### config.mk
export PLATFORM = sky130hd
export DESIGN_NAME = sb_interlock
export DESIGN_NICKNAME = d
export VERILOG_FILES = /design/src/rtl/sb_pkg.sv /design/src/rtl/sb_issue_gate.sv /design/src/rtl/sb_wb_arbiter.sv /design/src/rtl/sb_interlock.sv
export SDC_FILE = /design/constraint.sdc
export NUM_CORES = 1
export LEC_CHECK = 0
export CORE_MARGIN = 2
export CORE_UTILIZATION = 52
export DETAILED_ROUTE_END_ITERATION = 16
export PLACE_DENSITY = 0.7
export SETUP_SLACK_MARGIN = 0.02
export SLEW_MARGIN = 15
export SYNTH_ARGS = -nofsm -noshare
export SYNTH_HDL_FRONTEND = slang
export SYNTH_SLANG_ARGS = --single-unit
export TNS_END_PERCENT = 10
### constraint.sdc
create_clock -name clk -period 3.24 [get_ports clk]
set_clock_uncertainty 0.15 [all_clocks]
set_input_delay 0.486 -clock clk [delete_from_list [all_inputs] [get_ports clk]]
set_output_delay 0.486 -clock clk [all_outputs]
set_load 0.005 [all_outputs]
### src/rtl/sb_pkg.sv
`timescale 1ns/1ps
package sb_pkg;
    localparam int NUM_UNITS = 4;
    localparam int NUM_REGS  = 8;
    localparam int NUM_SRC   = 2;
    localparam int REG_W     = $clog2(NUM_REGS);
    localparam int UNIT_W    = $clog2(NUM_UNITS);

    localparam int FU_ADD = 0;
    localparam int FU_MUL = 1;
    localparam int FU_DIV = 2;
    localparam int FU_LOG = 3;

    typedef logic [REG_W-1:0]  reg_idx_t;
    typedef logic [UNIT_W-1:0] unit_idx_t;

    // Per-unit record of the instruction it holds
    typedef struct packed {
        logic                          busy;
        logic                          opread;  // operands already taken
        logic                          fin;     // result computed, awaiting port
        reg_idx_t                      dst;
        reg_idx_t  [NUM_SRC-1:0]       src;
        unit_idx_t [NUM_SRC-1:0]       prod;
        logic      [NUM_SRC-1:0]       rdy;
        logic      [NUM_UNITS-1:0]     older;   // units issued before this one
    } unit_rec_t;

    typedef struct packed {
        logic      vld;
        unit_idx_t unit;
    } rstat_t;

    typedef struct packed {
        unit_rec_t [NUM_UNITS-1:0] fu;
        rstat_t    [NUM_REGS-1:0]  rs;
    } sb_state_t;
endpackage

### src/rtl/sb_issue_gate.sv
`timescale 1ns/1ps
module sb_issue_gate
    import sb_pkg::*;
(
    input  logic [NUM_UNITS-1:0] busy,
    input  logic [NUM_REGS-1:0]  dst_pend,
    input  unit_idx_t            unit,
    input  reg_idx_t             dst,
    output logic                 ready
);
    logic unit_free;
    logic dst_free;

    always_comb begin
        unit_free = !busy[unit];
        dst_free  = !dst_pend[dst];
        ready     = unit_free && dst_free;
    end
endmodule

### src/rtl/sb_wb_arbiter.sv
`timescale 1ns/1ps
module sb_wb_arbiter
    import sb_pkg::*;
(
    input  unit_rec_t [NUM_UNITS-1:0] fu,
    output logic      [NUM_UNITS-1:0] gnt,
    output logic                      gnt_any,
    output unit_idx_t                 gnt_idx
);
    logic [NUM_UNITS-1:0] war_hold;
    logic [NUM_UNITS-1:0] req;
    logic [NUM_UNITS-1:0] eldest;

    // Write-after-read hold: an older unit still owes a read of our dst
    always_comb begin
        for (int u = 0; u < NUM_UNITS; u++) begin
            war_hold[u] = 1'b0;
            for (int v = 0; v < NUM_UNITS; v++) begin
                if (v != u && fu[u].older[v] && fu[v].busy && !fu[v].opread) begin
                    for (int k = 0; k < NUM_SRC; k++) begin
                        if (fu[v].src[k] == fu[u].dst) war_hold[u] = 1'b1;
                    end
                end
            end
            req[u] = fu[u].busy && fu[u].fin && !war_hold[u];
        end
    end

    // Age filter, then fixed-index pick among survivors
    always_comb begin
        for (int u = 0; u < NUM_UNITS; u++) begin
            eldest[u] = req[u];
            for (int v = 0; v < NUM_UNITS; v++) begin
                if (v != u && req[v] && fu[u].older[v]) eldest[u] = 1'b0;
            end
        end
        gnt     = '0;
        gnt_any = 1'b0;
        gnt_idx = '0;
        for (int u = 0; u < NUM_UNITS; u++) begin
            if (eldest[u] && !gnt_any) begin
                gnt[u]  = 1'b1;
                gnt_any = 1'b1;
                gnt_idx = unit_idx_t'(u);
            end
        end
    end
endmodule

### src/rtl/sb_interlock.sv
`timescale 1ns/1ps
module sb_interlock
    import sb_pkg::*;
(
    input  logic                 clk,
    input  logic                 rst_n,
    input  logic                 issue_valid,
    output logic                 issue_ready,
    input  logic [UNIT_W-1:0]    issue_unit,
    input  logic [REG_W-1:0]     issue_dst,
    input  logic [REG_W-1:0]     issue_srca,
    input  logic [REG_W-1:0]     issue_srcb,
    input  logic [NUM_UNITS-1:0] fu_done,
    output logic [NUM_UNITS-1:0] fu_read,
    output logic [NUM_UNITS-1:0] fu_wb
);
    sb_state_t st_q, st_d;

    logic [NUM_UNITS-1:0] busy_vec;
    logic [NUM_REGS-1:0]  dst_pend;
    logic                 gnt_any;
    unit_idx_t            gnt_idx;
    reg_idx_t [NUM_SRC-1:0] src_in;
    logic                 issue_fire;

    assign src_in[0] = issue_srca;
    assign src_in[1] = issue_srcb;

    generate
        for (genvar u = 0; u < NUM_UNITS; u++) begin : g_unit
            assign busy_vec[u] = st_q.fu[u].busy;
            assign fu_read[u]  = st_q.fu[u].busy && !st_q.fu[u].opread && (&st_q.fu[u].rdy);
        end
        for (genvar r = 0; r < NUM_REGS; r++) begin : g_reg
            assign dst_pend[r] = st_q.rs[r].vld;
        end
    endgenerate

    sb_issue_gate gate_i (
        .busy     (busy_vec),
        .dst_pend (dst_pend),
        .unit     (issue_unit),
        .dst      (issue_dst),
        .ready    (issue_ready)
    );

    sb_wb_arbiter arb_i (
        .fu      (st_q.fu),
        .gnt     (fu_wb),
        .gnt_any (gnt_any),
        .gnt_idx (gnt_idx)
    );

    assign issue_fire = issue_valid && issue_ready;

    always_comb begin
        st_d = st_q;

        // Writeback: free the unit and its register, wake consumers
        if (gnt_any) begin
            st_d.fu[gnt_idx].busy   = 1'b0;
            st_d.fu[gnt_idx].opread = 1'b0;
            st_d.fu[gnt_idx].fin    = 1'b0;
            st_d.fu[gnt_idx].older  = '0;
            st_d.rs[st_q.fu[gnt_idx].dst].vld = 1'b0;
        end

        for (int u = 0; u < NUM_UNITS; u++) begin
            if (gnt_any) begin
                st_d.fu[u].older[gnt_idx] = 1'b0;
                for (int k = 0; k < NUM_SRC; k++) begin
                    if (st_q.fu[u].busy && !st_q.fu[u].rdy[k] &&
                        st_q.fu[u].prod[k] == gnt_idx) begin
                        st_d.fu[u].rdy[k] = 1'b1;
                    end
                end
            end
            if (fu_read[u]) st_d.fu[u].opread = 1'b1;
            if (fu_done[u] && st_q.fu[u].busy && st_q.fu[u].opread) st_d.fu[u].fin = 1'b1;
        end

        // Issue: capture operands' producers, claim destination
        if (issue_fire) begin
            st_d.fu[issue_unit].busy   = 1'b1;
            st_d.fu[issue_unit].opread = 1'b0;
            st_d.fu[issue_unit].fin    = 1'b0;
            st_d.fu[issue_unit].dst    = issue_dst;
            st_d.fu[issue_unit].src    = src_in;
            st_d.fu[issue_unit].older  = busy_vec & ~fu_wb;
            for (int k = 0; k < NUM_SRC; k++) begin
                st_d.fu[issue_unit].prod[k] = st_q.rs[src_in[k]].unit;
                st_d.fu[issue_unit].rdy[k]  = !st_q.rs[src_in[k]].vld ||
                    (gnt_any && st_q.rs[src_in[k]].unit == gnt_idx);
            end
            st_d.rs[issue_dst].vld  = 1'b1;
            st_d.rs[issue_dst].unit = issue_unit;
        end
    end

    always_ff @(posedge clk) begin
        if (!rst_n) st_q <= '0;
        else        st_q <= st_d;
    end
endmodule

==> summary.md <==
| Metric | Value |
|---|---|
| Status | `complete, but fails checks` |
| Failing checks | `negative setup slack` |
| Max Cap Viol | `0` |
| Vias in the first global route | `between 6k and 7k` |
| Util after Layout | `69.7%` |
| Tmin final | `3350 ps` |
| Startpoint Class | `flop` |
| Hold Violations, Final | `0` |
| Fillers | `898` |
| Kind of end point of the critical path | `output pin` |
| Tot GR Track Use | `31.9%` |
| Final Cell Area | `8030 um2` |
| Cell Rows | `39` |
| Vias/cell | `6.21` |
| Drt initial violations | `670` |
| Top-count cell post-synth | `dfxtp_1` |
| Max transition margin | `60.3%` |
| Crit path kind | `reg2out` |
| Synth top area share | `34.8%` |
| P&R area growth vs syn | `29.3%` |
| Final Non-Filler Cells | `988` |
| Final Cycle Share | `103%` |
| Port Buf Inserts | `26` |
| Synth area leaders | `dfxtp_1, xnor2_1, nand2_1, a21oi_1, mux4_2` |
| Combined area of the multi-input logic cells | `between 3000 and 4000 um2` |
| Grt ovf | `0` |
| Initial Util | `roughly 54%` |
| Lkg Pwr | `2.97 nW` |
| Die area | `~13,000 um2` |
| Pin count of the biggest net entering global routing | `48` |
| Pre-CTS WS | `-120 ps` |
| EDFF count, synth | `0` |
| FF+latch count, synth | `between 100 and 150` |
| Die H | `113 um` |
| First-pass GRT wire length | `between 30,000 and 40,000 um` |
| # nets final | `858` |
| Netlist cell types | `66` |
| Clock power share | `40.2%` |
| Switching part of the total | `25.7%` |
| Reg area | `2170 um2` |
| Cell Pwr Density | `379 nW/um2` |
| Clock transition at path regs | `around 70 ps` |
| Post-detailed-route wirelength per cell | `20.5 um` |
| Drt drc | `0` |
| Worst EP arrival | `between 2000 and 3000 ps` |
| Routed wire length | `20,200 um` |
| Power Total | `3.04 mW` |
| Num CTS Buffers | `9` |
| Vias | `~6.1k` |
| Synthesized area per cell | `around 8.4 um2` |
| Sw power | `just under 0.8 mW` |
| # clock sinks | `108` |
| Detail Route Antenna Nets | `0` |
| Synth top cells by count | `dfxtp_1, nand2_1, nor2_1` |
| Flop pwr share | `46.5%` |
| Core footprint | `roughly 12,000 um2` |
| Final setup viols | `9` |
| Area after DPL | `approximately 7300 um2` |
| Synth area leader | `dfxtp_1` |
| Worst-margin pin slew | `slightly below 600 ps` |
| Final Worst Setup Slack | `-108 ps` |
| Synth warnings | `0` |
| H-tree Lvls | `3` |
| Routability congestion estimate | `between 0.9 and 1` |
| Share of cells above drive strength 1 | `26.0%` |
| Worst-path fanout max | `3` |
| Root buffer cell | `clkbuf_16` |
| Post-synth net total | `roughly 760` |
| Max Slew Vio Count | `0` |
| Cells after synthesis | `around 740` |
| Maximum vdd drop | `0.000343 V` |
| Placed wire-length estimate | `14,400 um` |
| DRT Pass-1 Iters | `5` |
| CTS tree | `yes` |
| Post-Syn Area | `6210 um2` |
| Comb pwr share | `between 10% and 20%` |
| RSZ-0062 raised after global routing | `yes` |
| Worst hold-check path type | `reg2reg` |
| Pint | `~2.3 mW` |
| Inst Count DP | `956` |
| Most used DFF post-synth | `dfxtp_1` |
| Post-synthesis sequential area ratio | `34.8%` |
| Share of flip-flops with an asynchronous set or reset | `0%` |
| Clock tree buffer depth | `2` |
| Initial antenna violation count | `0` |
| Top-Level Pins | `27` |
| Worst endpoint required time | `2600 ps` |
| Clk_lat worst skew | `360 ps` |
| Fmax | `299 MHz` |
| ANT cells | `0` |
| Die W | `113 um` |
-- final timing paths --
check | from | to | slack, ps | cells after the start
setup / recovery | st_q[90] | fu_wb[3] | -110 | 10
hold / removal | st_q[46] | st_q[46] | 350 | 2
setup reg to reg | busy_vec[2] | dst_pend[2] | -80 | 13
hold reg to reg | st_q[46] | st_q[46] | 350 | 2
-- registers in the layout (all words and copies together) (netlist names) --
| name | cells |
|---|---|
| busy_vec | 4 |
| st_q | 96 |
| dst_pend | 8 |
-- per-stage QoR --
| step | hold WS (ps) | setup TNS, ps |
|---|---|---|
| floorplan | 297 | 0 |
| global placement | 316 | -36.2 |
| detailed placement | 324 | -3420 |
| CTS | 339 | -26.7 |
| global route | 369 | -1710 |
| finish | 350 | -495 |
-- cell type report --
cell class                 count  share of cell area, %
timing repair buffer         152                   17.2
inverter                      19                  0.951
multi-input combinational    550                   48.5
tap                          143                   2.23
sequential                   108                   27.1
clock buffer                  11                   3.02
clock inverter                 5                   1.03
-- cell usage in the layout, fill, tap and decap left out, types with 9 or more instances in the layout --
cell,n
nor2_1,68
a211oi_1,9
mux4_2,13
xor2_1,17
buf_6,11
clkbuf_16,9
inv_1,15
dfxtp_1,101
o21ai_0,15
buf_12,12
nand2_1,97
mux2i_1,20
and3b_1,9
clkdlybuf4s50_1,22
buf_4,103
nand4_1,22
a21oi_1,66
nand3_1,21
nor3_1,27
xnor2_1,54
-- kinds of logic after synthesis --
| family | synth area share [%] |
|---|---|
| buf+inv | 6.01 |
| mux | 9.01 |
| xor+xnor | 10.2 |
| compound gates | 15.2 |
| flops | 34.8 |
| simple gates | 24.8 |
-- critical path: stages (launching register included) --
cell and delay (ps):
dfxtp_1 390, nand3b_1 250, nor4_4 390, nor2_2 90
buf_4 150, nand4_1 110, or4bb_4 580, buf_6 150
nand4_4 90, inv_2 40, buf_2 120
-- power groups by stage --
| stage | Combinational [mW] | Clock (mW) | Sequential [mW] |
|---|---|---|---|
| after global routing | 0.434 | 1.27 | 1.42 |
| final | 0.405 | 1.22 | 1.41 |
| after global placement | 0.373 | 0 | 1.44 |
| after floorplan | 0.234 | 0 | 1.43 |
| after detailed placement | 0.385 | 0 | 1.44 |
| after CTS | 0.390 | 1.22 | 1.41 |
-- routing by layer --
metal	routed length [um]	global-route usage, %	up-vias
met5	0	0	-
met4	728	14.0	0
met3	1860	6.48	58
met2	9810	53.7	295
met1	7820	39.7	2955
li1	-	-	2827
-- repair_timing --
item | in CTS | in global routing
endpoints found under the setup margin | 21 | 23
setup buffers | 12 | 6
resized for setup | 35 | 32
endpoints found under the hold margin | 0 | 0
pin swaps | 18 | 20
cloned | 0 | 0
hold buffers | 0 | 0
Note: power is estimated with default switching activity, not from simulation.
